File: src/rtl/i2c_cmd_pkg.sv
package i2c_cmd_pkg;

  typedef enum logic [2:0] {
    ST_IDLE,
    ST_RX,
    ST_ACK,
    ST_TX,
    ST_TXACK,
    ST_IGNORE
  } bus_state_t;

  typedef enum logic [1:0] {
    BK_ADDR,
    BK_CMD,
    BK_DATA
  } byte_kind_t;

  // Two-of-three vote across a sample window.
  function automatic logic maj3(input logic [2:0] s);
    return (s[0] & s[1]) | (s[0] & s[2]) | (s[1] & s[2]);
  endfunction

  // Full 7-bit device address from the fixed part and the strap pins.
  function automatic logic [6:0] own_addr(input logic [3:0] hi, input logic [2:0] pins);
    return {hi, pins};
  endfunction

  // Address byte carries the address in bits 7:1.
  function automatic logic addr_hit(input logic [6:0] want, input logic [7:0] rx);
    return rx[7:1] == want;
  endfunction

  // Byte role that follows an acknowledged byte of a write.
  function automatic byte_kind_t next_kind(input byte_kind_t k);
    return (k == BK_ADDR) ? BK_CMD : BK_DATA;
  endfunction

endpackage

File: src/rtl/i2c_glitch_filter.sv
module i2c_glitch_filter #(
  parameter int SYNC_STAGES = 2
) (
  input  logic clk,
  input  logic rst_n,
  input  logic line_i,
  output logic line_o
);
  import i2c_cmd_pkg::*;

  localparam int WIN = 3;

  logic [SYNC_STAGES-1:0] sync_q;
  logic [WIN-1:0]         win_q;
  logic                   filt_q;

  // Idle bus is high, so every stage resets to 1.
  always_ff @(posedge clk or negedge rst_n) begin
    if (!rst_n) begin
      sync_q <= '1;
      win_q  <= '1;
      filt_q <= 1'b1;
    end else begin
      sync_q[0] <= line_i;
      for (int i = 1; i < SYNC_STAGES; i++) begin
        sync_q[i] <= sync_q[i-1];
      end
      win_q  <= {win_q[WIN-2:0], sync_q[SYNC_STAGES-1]};
      filt_q <= maj3(win_q);
    end
  end

  assign line_o = filt_q;

endmodule

File: src/rtl/i2c_bus_events.sv
module i2c_bus_events (
  input  logic clk,
  input  logic rst_n,
  input  logic scl_f,
  input  logic sda_f,
  output logic scl_rise,
  output logic scl_fall,
  output logic start_ev,
  output logic stop_ev
);

  logic scl_d, sda_d;

  always_ff @(posedge clk or negedge rst_n) begin
    if (!rst_n) begin
      scl_d <= 1'b1;
      sda_d <= 1'b1;
    end else begin
      scl_d <= scl_f;
      sda_d <= sda_f;
    end
  end

  assign scl_rise = scl_f & ~scl_d;
  assign scl_fall = ~scl_f & scl_d;
  // SDA edges only count as conditions while SCL stays high on both samples.
  assign start_ev = scl_f & scl_d & sda_d & ~sda_f;
  assign stop_ev  = scl_f & scl_d & ~sda_d & sda_f;

endmodule

File: src/rtl/i2c_byte_engine.sv
module i2c_byte_engine #(
  parameter int IDX_W = 2
) (
  input  logic             clk,
  input  logic             rst_n,
  input  logic             sda_f,
  input  logic             scl_rise,
  input  logic             scl_fall,
  input  logic             start_ev,
  input  logic             stop_ev,
  input  logic [6:0]       dev_addr,
  input  logic [7:0]       rdata,
  output logic             sda_pull,
  output logic             wr_stb,
  output logic [7:0]       wdata,
  output logic [IDX_W-1:0] cmd_ptr,
  output logic             in_ignore
);
  import i2c_cmd_pkg::*;

  localparam logic [3:0] LAST_RX = 4'd8;
  localparam logic [3:0] LAST_TX = 4'd7;

  bus_state_t       state_q;
  byte_kind_t       kind_q;
  logic [3:0]       bit_cnt_q;
  logic [7:0]       shreg_q;
  logic             rw_q;
  logic             mack_q;
  logic             pull_q;
  logic             wr_q;
  logic [7:0]       wdata_q;
  logic [IDX_W-1:0] cmd_q;

  always_ff @(posedge clk or negedge rst_n) begin
    if (!rst_n) begin
      state_q   <= ST_IDLE;
      kind_q    <= BK_ADDR;
      bit_cnt_q <= '0;
      shreg_q   <= '0;
      rw_q      <= 1'b0;
      mack_q    <= 1'b0;
      pull_q    <= 1'b0;
      wr_q      <= 1'b0;
      wdata_q   <= '0;
      cmd_q     <= '0;
    end else begin
      wr_q <= 1'b0;
      if (start_ev) begin
        state_q   <= ST_RX;
        kind_q    <= BK_ADDR;
        bit_cnt_q <= '0;
        pull_q    <= 1'b0;
      end else if (stop_ev) begin
        state_q <= ST_IDLE;
        pull_q  <= 1'b0;
      end else begin
        case (state_q)
          ST_RX: begin
            if (scl_rise && bit_cnt_q != LAST_RX) begin
              shreg_q   <= {shreg_q[6:0], sda_f};
              bit_cnt_q <= bit_cnt_q + 4'd1;
            end else if (scl_fall && bit_cnt_q == LAST_RX) begin
              bit_cnt_q <= '0;
              case (kind_q)
                BK_ADDR: begin
                  if (addr_hit(dev_addr, shreg_q)) begin
                    rw_q    <= shreg_q[0];
                    pull_q  <= 1'b1;
                    state_q <= ST_ACK;
                  end else begin
                    state_q <= ST_IGNORE;
                  end
                end
                BK_CMD: begin
                  cmd_q   <= shreg_q[IDX_W-1:0];
                  pull_q  <= 1'b1;
                  state_q <= ST_ACK;
                end
                default: begin
                  wr_q    <= 1'b1;
                  wdata_q <= shreg_q;
                  pull_q  <= 1'b1;
                  state_q <= ST_ACK;
                end
              endcase
            end
          end
          ST_ACK: begin
            if (scl_fall) begin
              if (kind_q == BK_ADDR && rw_q) begin
                state_q   <= ST_TX;
                shreg_q   <= rdata;
                pull_q    <= ~rdata[7];
                bit_cnt_q <= '0;
              end else begin
                state_q <= ST_RX;
                pull_q  <= 1'b0;
                kind_q  <= next_kind(kind_q);
              end
            end
          end
          ST_TX: begin
            if (scl_fall) begin
              if (bit_cnt_q == LAST_TX) begin
                state_q <= ST_TXACK;
                pull_q  <= 1'b0;
              end else begin
                shreg_q   <= {shreg_q[6:0], 1'b0};
                pull_q    <= ~shreg_q[6];
                bit_cnt_q <= bit_cnt_q + 4'd1;
              end
            end
          end
          ST_TXACK: begin
            if (scl_rise) begin
              mack_q <= ~sda_f;
            end else if (scl_fall) begin
              if (mack_q) begin
                state_q   <= ST_TX;
                shreg_q   <= rdata;
                pull_q    <= ~rdata[7];
                bit_cnt_q <= '0;
              end else begin
                state_q <= ST_IGNORE;
              end
            end
          end
          default: ;
        endcase
      end
    end
  end

  assign sda_pull  = pull_q;
  assign wr_stb    = wr_q;
  assign wdata     = wdata_q;
  assign cmd_ptr   = cmd_q;
  assign in_ignore = (state_q == ST_IGNORE);

endmodule

File: src/rtl/i2c_cmd_slave.sv
module i2c_cmd_slave #(
  parameter logic [3:0] ADDR_HI     = 4'b0011,
  parameter int         IDX_W       = 2,
  parameter int         SYNC_STAGES = 2
) (
  input  logic             clk,
  input  logic             rst_n,
  input  logic             scl_i,
  input  logic             sda_i,
  input  logic [2:0]       addr_pins,
  output logic             sda_pull,
  output logic [IDX_W-1:0] reg_idx,
  output logic             reg_wr,
  output logic [7:0]       reg_wdata,
  input  logic [7:0]       reg_rdata
);
  import i2c_cmd_pkg::*;

  localparam int LINES = 2;

  logic [LINES-1:0] raw_lines;
  logic [LINES-1:0] clean_lines;
  logic             scl_f, sda_f;
  logic             scl_rise, scl_fall, start_ev, stop_ev;
  logic             in_ignore;
  logic [6:0]       dev_addr;

  assign raw_lines = {sda_i, scl_i};

  for (genvar g = 0; g < LINES; g++) begin : g_line
    i2c_glitch_filter #(.SYNC_STAGES(SYNC_STAGES)) u_flt (
      .clk    (clk),
      .rst_n  (rst_n),
      .line_i (raw_lines[g]),
      .line_o (clean_lines[g])
    );
  end

  assign scl_f    = clean_lines[0];
  assign sda_f    = clean_lines[1];
  assign dev_addr = own_addr(ADDR_HI, addr_pins);

  i2c_bus_events u_evt (
    .clk      (clk),
    .rst_n    (rst_n),
    .scl_f    (scl_f),
    .sda_f    (sda_f),
    .scl_rise (scl_rise),
    .scl_fall (scl_fall),
    .start_ev (start_ev),
    .stop_ev  (stop_ev)
  );

  i2c_byte_engine #(.IDX_W(IDX_W)) u_eng (
    .clk       (clk),
    .rst_n     (rst_n),
    .sda_f     (sda_f),
    .scl_rise  (scl_rise),
    .scl_fall  (scl_fall),
    .start_ev  (start_ev),
    .stop_ev   (stop_ev),
    .dev_addr  (dev_addr),
    .rdata     (reg_rdata),
    .sda_pull  (sda_pull),
    .wr_stb    (reg_wr),
    .wdata     (reg_wdata),
    .cmd_ptr   (reg_idx),
    .in_ignore (in_ignore)
  );

endmodule

File: config.mk
export PLATFORM = sky130hd
export DESIGN_NAME = i2c_cmd_slave
export DESIGN_NICKNAME = d
export VERILOG_FILES = /design/src/rtl/i2c_cmd_pkg.sv /design/src/rtl/i2c_glitch_filter.sv /design/src/rtl/i2c_bus_events.sv /design/src/rtl/i2c_byte_engine.sv /design/src/rtl/i2c_cmd_slave.sv
export SDC_FILE = /design/constraint.sdc
export NUM_CORES = 1
export LEC_CHECK = 0
export ABC_AREA = 1
export BUFFER_PORTS_ARGS = -buffer_cell sky130_fd_sc_hd__clkbuf_2
export CAP_MARGIN = 20
export CORE_ASPECT_RATIO = 1.1
export CORE_UTILIZATION = 50
export CTS_CLUSTER_DIAMETER = 100
export DETAILED_ROUTE_END_ITERATION = 12
export PLACE_DENSITY = 0.82
export SETUP_SLACK_MARGIN = 0.02
export SYNTH_ARGS = -nofsm -noshare
export SYNTH_HDL_FRONTEND = slang
export SYNTH_SLANG_ARGS = --single-unit
File: constraint.sdc
create_clock -name clk -period 1.49 [get_ports clk]
set_input_delay 0 -clock clk [delete_from_list [all_inputs] [get_ports clk]]
set_output_delay 0 -clock clk [all_outputs]
set_load 0.1 [all_outputs]
# Yosys cells after proc, flatten, opt, wreduce, memory -nomap -nowiden
# Index checks and enable logic that the tools add are counted.
[totals]
regBits = 45
[op_classes]
n_addsub = 1
n_eq_ne = 36
n_mux = 61
n_bitwise = 27
n_reduce_logical = 19
[op_table]
columns = ["op", "count"]
rows = [
  ["8-bit two-way mux", 8],
  ["4-bit two-way mux", 11],
  ["3-bit two-way mux", 12],
  ["8-bit case mux with 4 select lines", 1],
  ["4-bit by 3-bit != test with 1-bit output, second input constant", 6],
  ["1-bit two-way mux", 19],
  ["4-bit case mux with 4 select lines", 1],
  ["3-bit by 2-bit != test with 1-bit output, second input constant", 5],
  ["2-bit two-way mux", 7],
  ["1-bit bitwise AND", 13],
  ["2-bit by 1-bit != test with 1-bit output, second input constant", 6],
  ["4-bit != test, second input constant", 3],
  ["3-bit case mux with 4 select lines", 1],
  ["6-bit AND reduction", 2],
  ["11-bit AND reduction", 1],
  ["1-bit NOT", 10],
  ["10-bit AND reduction", 1],
  ["9-bit AND reduction", 1],
  ["2-bit != test, second input constant", 4],
  ["4-bit AND reduction", 2],
  ["8-bit AND reduction", 1],
  ["7-bit by 5-bit == test with 1-bit output", 1],
  ["7-bit AND reduction", 1],
  ["3-bit by 2-bit == test with 1-bit output, second input constant", 2],
  ["18 further kinds", 25],
]

# Depth between registers and ports, before layout
# Gate-level depths: netlist of the first run.
[logic_depth]
word_depth = 8
depth_mapped = 11

# Modules after synthesis
# Synthesis of the first run repeated with hierarchy kept, for this count alone.
[hier_totals]
cells_unflattened = 300
hier_area_um2 = 2314.7
[by_module_without_submodules]
columns = ["mod", "n_inst", "cells_each", "area_each_um2", "seq_area_each_um2"]
rows = [
  ["i2c_byte_engine", 1, 265, 1855.5, 775.7],
  ["i2c_glitch_filter", 2, 10, 178.9, 157.7],
  ["i2c_bus_events", 1, 13, 93.8, 52.6],
  ["i2c_cmd_slave", 1, 2, 7.5, 0.0],
]

# Least setup slack after synthesis of the first run
# OpenSTA, ideal clock, no wires.
[synth_path]
path_type = "register to register"
start = "reg g_line[0].u_flt.filt_q"
end = "reg u_eng.shreg_q[3]"
setup_time_ps = 117
t_arrival_ps = 1436
setup_slack_ps = -63
stages_incl_launch_ff = 8
n_path_buf = 0
path_cell_list = "dfstp_2 -> inv_1 -> nor2_1 -> nand2_1 -> a21oi_2 -> nand2_4 -> nand2_1 -> nand2_1"
[synth_via]
elab_chain_len = 5
word_cells_on_any_way = 17
[synth_lines]
columns = ["element", "line_no", "text"]
rows = [
  ["start: declaration", "i2c_glitch_filter.sv:15", "logic filt_q;"],
  ["start signal: assignment", "i2c_glitch_filter.sv:29", "filt_q <= maj3(win_q);"],
  ["1-bit bitwise AND", "i2c_bus_events.sv:27, i2c_bus_events.sv:28", ""],
  ["1-bit bitwise AND, on equally long branches (2 in a row)", "i2c_bus_events.sv:28, i2c_bus_events.sv:27", ""],
  ["1-bit NOT (no source line)", "-", ""],
  ["11-bit AND reduction (no source line) *", "-", ""],
  ["end signal: assignment", "i2c_byte_engine.sv:61", "shreg_q <= {shreg_q[6:0], sda_f};"],
  ["end signal: assignment", "i2c_byte_engine.sv:93", "shreg_q <= rdata;"],
  ["end signal: assignment", "i2c_byte_engine.sv:109", "shreg_q <= {shreg_q[6:0], 1'b0};"],
  ["end: declaration", "i2c_byte_engine.sv:27", "logic [7:0] shreg_q;"],
]
# Every way passes the cells marked *; elsewhere a longest branch is shown, timed or not.
# A chain may end at the register's enable or synchronous reset.

# Worst setup path in the final report of the first run
[layout_path]
start = "reg u_eng.bit_cnt_q[1]"
end = "reg u_eng.state_q[1]"
[layout_via]
elab_chain_len = 4
word_cells_on_any_way = 9
[layout_lines]
columns = ["element", "line_no", "text"]
rows = [
  ["start: declaration", "i2c_byte_engine.sv:26", "logic [3:0] bit_cnt_q;"],
  ["start signal: assignment", "i2c_byte_engine.sv:62", "bit_cnt_q <= bit_cnt_q + 4'd1;"],
  ["start signal: assignment", "i2c_byte_engine.sv:111", "bit_cnt_q <= bit_cnt_q + 4'd1;"],
  ["4-bit != test / 4-bit == test (equally long branches)", "i2c_byte_engine.sv:60, i2c_byte_engine.sv:63", ""],
  ["1-bit logical AND, on equally long branches", "i2c_byte_engine.sv:60, i2c_byte_engine.sv:63", ""],
  ["4-bit != test (no source line) / 4-bit by 3-bit != test with 1-bit output (equally long branches)", "-", ""],
  ["8-bit AND reduction (no source line) *", "-", ""],
  ["end signal: assignment", "i2c_byte_engine.sv:55", "state_q <= ST_IDLE;"],
  ["end signal: assignment", "i2c_byte_engine.sv:70", "state_q <= ST_ACK;"],
  ["end signal: assignment", "i2c_byte_engine.sv:72", "state_q <= ST_IGNORE;"],
  ["end: declaration", "i2c_byte_engine.sv:24", "bus_state_t state_q;"],
]
# Marked as above.

==> results by group, run 1 <==
Synthesis
  • Most used DFF post-synth: dfrtp_1
  • Share of synthesized area occupied by flip-flops and latches: 48.5%
  • Synthesized area divided by synthesized cell count: 7.72 um^2
  • Post-synth top cells: nand2_1 (101), inv_1 (41), nand3_1 (34)
  • Gate count of the mapped netlist: 305
  • Main area contributors after synthesis: dfrtp_1 (33%), nand2_1 (16%), dfstp_2 (16%)
  • Number of distinct standard cells referenced by the synthesized netlist: 29
  • EDFF count, synth: 0
  • Yosys top cell by area: dfrtp_1
  • Post-synth top area share: 32.9%
  • Synth Cell Area: 2360 um^2
  • Synth Warn #: 0
  • Mapped Nets: 322
  • Share of synthesized flip-flops with an asynchronous set or reset: 100%
  • Dominant cell by count in the synthesized netlist: nand2_1
  • Flop and latch count out of synthesis: 45

STA
  • Maximum clock rate: 598 MHz
  • Time the final worst path needs with I/O delays and setup: 1.67 ns
  • Final-report hold violation count: 0
  • Setup repair after global routing missed its margin: yes
  • Min setup slack post-route: -0.181 ns
  • Final number of setup-violating endpoints: 27
  • Normalized max-slew margin: 62.6%
  • Number of max-slew violations in the final report: 0
  • Post-Route Skew: 0.00384 ns
  • Least-Margin Pin Slew: 0.561 ns
  • Final cycle utilization of the critical path: 112%

Cells and area
  • Area of the multi-input gates: 1250 um^2
  • Number of nets in the layout: 398
  • Sequential standard cell area: 1150 um^2
  • Diode count: 0
  • Total of fill cells in the finished design: 328
  • Utilization after layout: 73.9%
  • Layout overhead on the synthesized area: 38.4%
  • Fraction of final layout cells sized beyond drive strength 1: 40.8%

Place
  • IO Port Bufs: 26
  • Routability congestion estimate from global placement: 0.909
  • Pre-CTS worst setup slack: -0.153 ns
  • Post-DP HPWL: 4020 um

Critical path
  • Class of the most critical setup path: reg -> reg
  • Number of cells on the worst reg-to-reg path: 11
  • Worst endpoint required time: 1.73 ns
  • Maximum fanout encountered on the critical timing path: 3
  • Sort of element at the end of the critical path: flop
  • Worst setup SP type: flop
  • Endpoint of the lowest-slack register-to-register path: u_eng.state_q[1]
  • CP Data Arrival Time: 1.91 ns
  • R2R setup slack: -0.18 ns
  • Reg2reg start: u_eng.bit_cnt_q[1]

Clocking
  • Clock tree from TritonCTS: yes
  • Maximum root-to-sink buffer count: 2
  • CTS sink cnt: 45
  • H-Tree Depth: 2
  • Buffer cell driving the clock tree root: clkbuf_8
  • TritonCTS Buffers: 5
  • Clock-pin transition on the worst setup and hold timing paths: 0.08 ns
  • Clock latency of the later-clocked register in the worst-skew pair: 0.30 ns

Drt
  • DRC violation count after routing: 0
  • Overall via count from detail_route: 2308
  • Drt total wl: 6020 um
  • Starting DRC count in detailed routing: 137
  • Avg Vias per Cell: 5.29
  • Final antenna-violating net count: 0
  • DR pass1 iterations: 4
  • Detailed-route wire length per cell: 13.8 um

Min path
  • Worst Hold Class: in -> reg
  • Number of stages on the worst hold path: 5
  • Start point of the worst hold path: reg_rdata[4]
  • Endpoint, Worst Hold: u_eng.shreg_q[4]

Global routing
  • Overall routing resource usage: 25.9%
  • Number of antenna violations at the first check in global routing: 0
  • Overflow left after global routing: 0
  • Largest net degree at the start of global routing: 46
  • Vias in the first global route: 2072
  • First-pass GRT wire length: 9490 um

Floorplan
  • Number of placed I/O pins: 27
  • Standard cell core area: 4410 um^2
  • Floorplan die height: 74.0 um
  • Floorplan die area: 4990 um^2
  • Number of rows created at floorplan: 25
  • DIE WIDTH: 67.5 um
  • Initial core utilization: 53.4%

Power
  • Leakage power total: 1.69 nW
  • Pwr per Cell Area: 1720 nW/um^2
  • Worst ir drop on vdd: 0.969 mV

Flow run
  • Max-cap check violation count: 0

Status
  • Status: finished with violations
  • Violations in the final reports: negative setup slack
cell families (layout without fill, tap and decap cells):
| kind of cell | count (synthesis) | after routing | share of synthesized area, % |
|---|---|---|---|
| simple gates | 179 | 180 | 34.8 |
| buf+inv | 48 | 124 | 8.13 |
| flops | 45 | 45 | 48.5 |
| compound gates | 29 | 29 | 6.64 |
| fa+ha+maj | 4 | 4 | 1.91 |
final cells by class:
class	count	area share (%)
inverter	45	5.64
multi-input combinational	213	38.2
timing repair buffer	70	15.4
sequential	45	35.1
timing repair inverter	1	0.115
tap	54	2.07
clock buffer	6	2.23
clock inverter	2	1.19
state kept, by name, summed over array words and instances, names as in the netlist:
signal	count
u_eng.cmd_ptr	2
u_eng.shreg_q	8
u_evt.sda_d	1
u_eng.rw_q	1
u_evt.scl_d	1
u_eng.mack_q	1
u_eng.bit_cnt_q	4
g_line.u_flt.line_o	2
u_eng.wr_stb	1
u_eng.sda_pull	1
g_line.u_flt.win_q	6
u_eng.kind_q	2
u_eng.wdata	8
u_eng.state_q	3
g_line.u_flt.sync_q	4
how the worst max path moves through the flow:
stage	from	to	slack [ns]	cells after the start
3_5_place_dp	u_eng.bit_cnt_q[0]	u_eng.cmd_ptr[0]	-0.15	9
6_report	u_eng.bit_cnt_q[1]	u_eng.state_q[1]	-0.18	11
4_1_cts	u_eng.bit_cnt_q[1]	u_eng.cmd_ptr[0]	-0.07	9
3_3_place_gp	u_eng.bit_cnt_q[0]	u_eng.cmd_ptr[0]	-0.15	9
5_1_grt	u_eng.bit_cnt_q[0]	u_eng.state_q[1]	-0.26	11
2_1_floorplan	u_eng.bit_cnt_q[0]	u_eng.cmd_ptr[0]	0.02	9
power breakdown:
| part | internal [mW] | switching [mW] |
|---|---|---|
| Sequential | 1.45 | 0.213 |
| Clock | 0.504 | 0.426 |
| Combinational | 1.22 | 1.81 |
layout by cell type, fill, tap and decap left out, drive strengths merged, types with 2 or more instances in the layout:
| cell | netlist | layout |
|---|---|---|
| a31oi | 2 | 2 |
| clkbuf | 1 | 32 |
| nand4 | 4 | 5 |
| buf | 2 | 41 |
| nand2 | 105 | 105 |
| o21ai | 21 | 21 |
| a21oi | 4 | 4 |
| dlygate4sd3 | 0 | 3 |
| dfrtp | 31 | 31 |
| maj3 | 2 | 2 |
| ha | 2 | 2 |
| dfstp | 14 | 14 |
| nor3 | 2 | 2 |
| inv | 45 | 46 |
| nand3 | 37 | 37 |
| nor2 | 30 | 30 |
per-stage QoR:
step | power [mW] | hold slack (ns) | area, um^2 | instances | TNS, ns
2_1_floorplan | 3.25 | -0.296 | 2370 | 305 | 0
3_3_place_gp | 3.97 | 0.0892 | 2790 | 415 | -1.98
3_5_place_dp | 4.01 | 0.0892 | 2790 | 415 | -2.46
4_1_cts | 5.22 | 0.0270 | 3070 | 429 | -0.993
5_1_grt | 5.96 | 0.0647 | 3260 | 436 | -4.52
6_report | 5.61 | 0.0331 | 3260 | 436 | -2.52
layer usage:
metal	global-route usage, %	vias to the layer above	wire (um)
met5	0	-	0
met4	10.2	0	83
met3	3.68	9	281
met2	44.3	77	3120
met1	33.0	1101	2540
li1	-	1121	-
timing repair:
| item | CTS | global route |
|---|---|---|
| pin swaps | 12 | 26 |
| endpoints found under the setup margin | 28 | 29 |
| hold buffers | 3 | 0 |
| hold endpoints to repair | 33 | 0 |
| cloned | 2 | 0 |
| setup buffers | 1 | 7 |
| gates resized for setup | 32 | 47 |
worst max-delay path, stage by stage (launching register included):
cell and delay (ns):
dfrtp_1 0.42, inv_2 0.08, ha_4 0.15, nand2_2 0.06
nor2_2 0.14, nand2_2 0.08, nand2_2 0.08, buf_6 0.10
nand3b_1 0.09, nor3_2 0.21, nand3_1 0.09, nand2_1 0.09
No activity file was read; power rests on OpenSTA's default activity.
==> run 2: changes to the inputs <==
- clock period: 1.49 -> 1.5 ns (I/O delays scaled with it)
==> results by group, run 2 (synthesized netlist as in run 1, its figures left out) <==
Status
  • Status: finished with violations
  • Violations in the final reports: negative setup slack

Clocking
  • CTS sink cnt: 45 (unchanged)
  • Clock-pin transition on the worst setup and hold timing paths: 0.09 ns (about the same)
  • H-Tree Depth: 2 (unchanged)
  • Clock tree from TritonCTS: yes
  • Maximum root-to-sink buffer count: 2 (unchanged)
  • Buffer cell driving the clock tree root: clkbuf_8
  • TritonCTS Buffers: 5 (unchanged)
  • Clock latency of the later-clocked register in the worst-skew pair: 0.31 ns (about the same)

Critical path
  • Worst setup SP type: flop
  • Worst endpoint required time: 1.75 ns (+0.02 ns)
  • Maximum fanout encountered on the critical timing path: 4 (+1)
  • Sort of element at the end of the critical path: flop
  • Class of the most critical setup path: reg -> reg
  • CP Data Arrival Time: 1.86 ns (-0.05 ns)
  • Number of cells on the worst reg-to-reg path: 9 (-2)

STA
  • Post-Route Skew: 0.00636 ns (+0.00252 ns)
  • Final number of setup-violating endpoints: 21 (-22%)
  • Maximum clock rate: 620 MHz (+3.5%)
  • Setup repair after global routing missed its margin: yes
  • Final cycle utilization of the critical path: 108% (-4.6 points)
  • Normalized max-slew margin: 61.9% (-0.69 points)
  • Final-report hold violation count: 0 (unchanged)
  • Fin Setup TNS: -1.58 ns (+0.939 ns)
  • Time the final worst path needs with I/O delays and setup: 1.61 ns (-0.0572 ns)
  • Number of max-slew violations in the final report: 0 (unchanged)
  • Min setup slack post-route: -0.114 ns (+0.0672 ns)
  • Least-Margin Pin Slew: 0.571 ns (+0.0104 ns)

Global routing
  • First-pass GRT wire length: 9750 um (+2.7%)
  • Vias in the first global route: 2153 (+3.9%)
  • Number of antenna violations at the first check in global routing: 0 (unchanged)
  • Overall routing resource usage: 27.0% (+1.1 points)
  • Largest net degree at the start of global routing: 46 (unchanged)
  • Overflow left after global routing: 0 (unchanged)

Drt
  • Overall via count from detail_route: 2410 (+4.4%)
  • Starting DRC count in detailed routing: 178 (+30%)
  • DR pass1 iterations: 4 (unchanged)
  • DRC violation count after routing: 0 (unchanged)
  • Avg Vias per Cell: 5.42 (+2.3%)
  • Detailed-route wire length per cell: 15.6 um (+13%)
  • Drt total wl: 6930 um (+15%)
  • Final antenna-violating net count: 0 (unchanged)

Floorplan
  • Floorplan die height: 74.0 um (unchanged)
  • DIE WIDTH: 67.5 um (unchanged)
  • Initial core utilization: 53.4% (unchanged)
  • Floorplan die area: 4990 um^2 (unchanged)
  • Number of rows created at floorplan: 25 (unchanged)
  • Standard cell core area: 4410 um^2 (unchanged)
  • Number of placed I/O pins: 27 (unchanged)

Power
  • Cell internal power dissipation: 3.07 mW (-3.1%)
  • Clock share of power: 14.2% (-2.4 points)
  • Pwr per Cell Area: 1650 nW/um^2 (-4.4%)
  • Gate power share: 56.6% (+2.8 points)
  • Sw frac: 45.5% (+1.9 points)
  • Leakage power total: 1.76 nW (+4.2%)
  • Worst ir drop on vdd: 0.821 mV (-15%)
  • Switching power: 2.56 mW (+4.6%)
  • Power share of the sequential group: 29.2% (-0.4 points)

Place
  • IO Port Bufs: 26 (unchanged)
  • Post-DP HPWL: 4100 um (+2.0%)
  • Routability congestion estimate from global placement: 0.917 (+0.81%)

Cells and area
  • Total of fill cells in the finished design: 292 (-11%)
  • Layout overhead on the synthesized area: 45.2%
  • Diode count: 0 (unchanged)
  • Utilization after layout: 77.6% (+3.6 points)
  • Area of the multi-input gates: 1320 um^2 (+5.8%)
  • Most common cell after layout, fill and taps aside: nand2_1
  • Most frequent cells in the layout: nand2_1 (86), buf_4 (39), inv_1 (33), dfrtp_1 (29), nand3_1 (28)
  • Number of nets in the layout: 407 (+2.3%)
  • Fraction of final layout cells sized beyond drive strength 1: 42.7% (+1.9 points)
  • Sequential standard cell area: 1150 um^2 (unchanged)

Flow run
  • Max-cap check violation count: 0 (unchanged)

Min path
  • Number of stages on the worst hold path: 5 (unchanged)
  • Worst Hold Class: in -> reg
run 2: cell count changes in the layout (fill, tap and decap cells not counted), sizes merged:
| cell | previous run | this run |
|---|---|---|
| clkinv | 1 | 2 |
| bufinv | 1 | 0 |
| buf | 41 | 50 |
run 2: worst paths after layout:
path	start	end	slack (ns)
setup / recovery	g_line[0].u_flt.line_o	u_eng.bit_cnt_q[3]	-0.11
min in group asynchronous	rst_n	u_eng.state_q[2]	0.30
hold reg to reg	g_line[1].u_flt.sync_q[1]	g_line[1].u_flt.win_q[0]	0.36
hold / removal	reg_rdata[4]	u_eng.shreg_q[4]	0.03
max in group asynchronous	rst_n	u_eng.state_q[0]	0.79
setup reg to reg	g_line[0].u_flt.line_o	u_eng.bit_cnt_q[3]	-0.11
run 2: power groups by stage:
stage	Sequential [mW]	Combinational, mW	Clock [mW]
floorplan	1.71	1.51	0
global placement	1.63	2.27	0
detailed placement	1.64	2.33	0
CTS	1.62	2.66	0.812
global route	1.67	3.45	0.847
finish	1.65	3.19	0.798
run 2: layout make-up:
class,count,area share (%)
Clock buffer,6,2.41
Clock inverter,2,0.402
Inverter,45,5.67
Multi-Input combinational cell,213,38.6
Sequential cell,45,33.5
Tap cell,54,1.98
Timing Repair Buffer,79,17.4
Timing Repair inverter,1,0.110
run 2: critical path: stages (launching register included):
cell and delay, ns:
dfstp_2 0.59, buf_6 0.12, nand2_4 0.04, inv_4 0.08, nand3_4 0.08, buf_4 0.17, a31oi_1 0.17, buf_4 0.15
nand3_1 0.09, nand2_1 0.07
run 2: metal layers:
metal / share of wire [%] / routed length [um] / GRT usage [%] / vias to the layer above
li1: - / - / - / 1139
met1: 40 / 2750 / 34.2 / 1172
met2: 53 / 3670 / 44.8 / 84
met3: 5.3 / 368 / 5.06 / 15
met4: 2.1 / 146 / 12.3 / 0
met5: 0 / 0 / 0 / -
run 2: stage by stage:
| stage | total power, mW | setup slack, ns | cell area, um^2 | hold WS, ns | cells |
|---|---|---|---|---|---|
| 6_report | 5.63 | -0.114 | 3420 | 0.0259 | 445 |
| 5_1_grt | 5.97 | -0.214 | 3420 | 0.0702 | 445 |
| 4_1_cts | 5.09 | -0.0803 | 3120 | 0.0262 | 438 |
| 3_5_place_dp | 3.97 | -0.211 | 2810 | 0.0891 | 418 |
| 3_3_place_gp | 3.90 | -0.168 | 2810 | 0.0888 | 418 |
| 2_1_floorplan | 3.23 | 0.0203 | 2370 | -0.296 | 305 |
run 2: repair_timing:
item                       4_1_cts  5_1_grt
cloned                           2        0
hold endpoints to repair        33        0
setup buffers                    7        7
resized for setup               26       72
pin swaps                       16       18
setup endpoints to repair       28       30
hold buffers                     3        0
==> run 3: changes to the inputs <==
- PLACE_DENSITY: 0.82 -> 0.74
==> results by group, run 3 (synthesized netlist as in run 1, its figures left out) <==
Drt
  • Final antenna-violating net count: 0 (unchanged)
  • Starting DRC count in detailed routing: 179 (+0.56%)
  • Detailed-route wire length per cell: 15.6 um (-0.12%)
  • DR pass1 iterations: 4 (unchanged)
  • DRC violation count after routing: 0 (unchanged)
  • Drt total wl: 6850 um (-1.2%)
  • Avg Vias per Cell: 5.48 (+1.2%)
  • Overall via count from detail_route: 2411 (+0.041%)

Clocking
  • Maximum root-to-sink buffer count: 2 (unchanged)
  • Clock tree from TritonCTS: yes
  • Clock latency of the later-clocked register in the worst-skew pair: 0.30 ns (about the same)
  • Clock-pin transition on the worst setup and hold timing paths: 0.08 ns (about the same)
  • Buffer cell driving the clock tree root: clkbuf_8
  • TritonCTS Buffers: 5 (unchanged)
  • H-Tree Depth: 2 (unchanged)
  • CTS sink cnt: 45 (unchanged)

Critical path
  • Sort of element at the end of the critical path: flop
  • Kind of cell with the highest combined delay on the critical path: simple AND/OR/NAND/NOR gates
  • Worst setup SP type: flop
  • Critical-path top delay cell: dfrtp_1
  • Buffer and inverter count on the worst path: 3 (-1)
  • Worst endpoint required time: 1.73 ns (-0.02 ns)
  • CP Data Arrival Time: 1.98 ns (+0.12 ns)
  • Class of the most critical setup path: reg -> reg
  • Cell repeated most along the worst path: nand2_2
  • R2R setup slack: -0.24 ns (-0.13 ns)
  • Delay of the slowest cell on the worst path: 0.43 ns (-0.16 ns)
  • Worst path cell trace: inv_2 -> ha_4 -> nand2_2 -> nor2_4 -> nand2_4 -> nand2_2 -> inv_1 -> a31oi_1 -> buf_4 -> nand3_1 -> nand2_1
  • Maximum fanout encountered on the critical timing path: 4 (unchanged)

STA
  • Least-Margin Pin Slew: 0.556 ns (-0.0152 ns)
  • Maximum clock rate: 574 MHz (-7.4%)
  • Normalized max-slew margin: 62.9% (+1.0 points)
  • Number of max-slew violations in the final report: 0 (unchanged)
  • Final-report hold violation count: 0 (unchanged)
  • Time the final worst path needs with I/O delays and setup: 1.74 ns (+0.130 ns)
  • Setup repair after global routing missed its margin: yes
  • Final number of setup-violating endpoints: 29 (+38%)
  • Final cycle utilization of the critical path: 116% (+8.6 points)
  • Post-Route Skew: 0.00572 ns (-0.000641 ns)
  • Min setup slack post-route: -0.243 ns (-0.130 ns)

Cells and area
  • Most frequent cells in the layout: nand2_1 (86), buf_4 (39), inv_1 (34), dfrtp_1 (29), clkbuf_2 (26)
  • Number of nets in the layout: 402 (-1.2%)
  • Diode count: 0 (unchanged)
  • Utilization after layout: 76.5% (-1.1 points)
  • Area of the multi-input gates: 1300 um^2 (-1.7%)
  • Fraction of final layout cells sized beyond drive strength 1: 43.5% (+0.81 points)
  • Sequential standard cell area: 1150 um^2 (unchanged)
  • Layout overhead on the synthesized area: 43.1%
  • Most common cell after layout, fill and taps aside: nand2_1
  • Total of fill cells in the finished design: 289 (-1.0%)

Floorplan
  • DIE WIDTH: 67.5 um (unchanged)
  • Number of rows created at floorplan: 25 (unchanged)
  • Initial core utilization: 53.4% (unchanged)
  • Standard cell core area: 4410 um^2 (unchanged)
  • Floorplan die height: 74.0 um (unchanged)
  • Floorplan die area: 4990 um^2 (unchanged)
  • Number of placed I/O pins: 27 (unchanged)

Place
  • Post-DP HPWL: 4030 um (-1.8%)
  • Pre-CTS worst setup slack: -0.220 ns (-0.00838 ns)
  • Routability congestion estimate from global placement: 0.924 (+0.76%)
  • IO Port Bufs: 26 (unchanged)

Global routing
  • Number of antenna violations at the first check in global routing: 0 (unchanged)
  • Overall routing resource usage: 27.3% (+0.25 points)
  • Overflow left after global routing: 0 (unchanged)
  • First-pass GRT wire length: 9860 um (+1.1%)
  • Largest net degree at the start of global routing: 28 (-39%)
  • Vias in the first global route: 2111 (-2.0%)

Status
  • Status: finished with violations
  • Violations in the final reports: negative setup slack

Power
  • Clock share of power: 16.5% (+2.3 points)
  • Gate power share: 55.1% (-1.5 points)
  • Switching power: 2.55 mW (-0.17%)
  • Power share of the sequential group: 28.4% (-0.8 points)
  • Pwr per Cell Area: 1710 nW/um^2 (+4.2%)
  • Cell internal power dissipation: 3.23 mW (+5.1%)
  • Leakage power total: 1.74 nW (-0.66%)
  • Worst ir drop on vdd: 1.08 mV (+32%)
  • Sw frac: 44.2% (-1.3 points)

Min path
  • Worst Hold Class: in -> reg

Flow run
  • Max-cap check violation count: 0 (unchanged)
[run 3: changes by cell type in the layout (fill, tap and decap cells not counted), sizes merged]
cell	before	now
clkinv	2	0
clkbuf	32	33
bufinv	0	1
inv	46	45
buf	50	46
[run 3: cell type report]
cell class,instances,area share (%)
timing repair buffer,75,16.8
sequential,45,34.0
clock inverter,1,0.891
clock buffer,7,2.56
multi-input combinational,213,38.4
tap,54,2.00
inverter,45,5.31
[run 3: power groups by stage]
stage	sequential, mW	combinational, mW	clock (mW)
2_1_floorplan	1.71	1.51	0
3_3_place_gp	1.62	2.45	0
3_5_place_dp	1.63	2.49	0
4_1_cts	1.61	2.69	0.968
5_1_grt	1.67	3.42	1.02
6_report	1.64	3.19	0.953
[run 3: final timing paths]
kind,from,end,cells after the start
max in group asynchronous,rst_n,g_line[0].u_flt.sync_q[0],3
min in group asynchronous,rst_n,u_eng.state_q[2],2
max,u_eng.bit_cnt_q[1],u_eng.bit_cnt_q[0],11
min,reg_rdata[2],u_eng.shreg_q[2],5
max reg2reg,u_eng.bit_cnt_q[1],u_eng.bit_cnt_q[0],11
min reg2reg,g_line[0].u_flt.sync_q[0],g_line[0].u_flt.sync_q[1],0
[run 3: tightest hold or removal path, cell delays in order]
cell	delay, ns
clkbuf_2	0.08
nand2_1	0.05
o21ai_1	0.07
nand3_2	0.06
nand2_1	0.04
[run 3: per-layer routing]
layer / wire length, um / track usage (%) / vias to the layer above
li1: - / - / 1126
met1: 2710 / 35.8 / 1158
met2: 3560 / 44.1 / 105
met3: 412 / 5.52 / 22
met4: 170 / 11.1 / 0
met5: 0 / 0 / -
[run 3: timing repair]
action	in CTS	in global routing
setup buffers	4	6
hold buffers	3	0
resized for setup	32	51
setup endpoints to repair	28	30
cloned	1	0
hold endpoints to repair	11	0
pin swaps	16	32
[run 3: stage by stage]
stage | setup TNS (ns) | hold slack, ns | cell area, um^2 | instances | power (mW)
after floorplan | 0 | -0.296 | 2370 | 305 | 3.23
after global placement | -2.19 | -0.0134 | 2850 | 418 | 4.07
after detailed placement | -3.14 | 0.00240 | 2850 | 418 | 4.12
after CTS | -1.45 | 0.0247 | 3130 | 434 | 5.27
after global routing | -5.64 | 0.0480 | 3370 | 440 | 6.10
final | -3.28 | 0.0306 | 3370 | 440 | 5.78
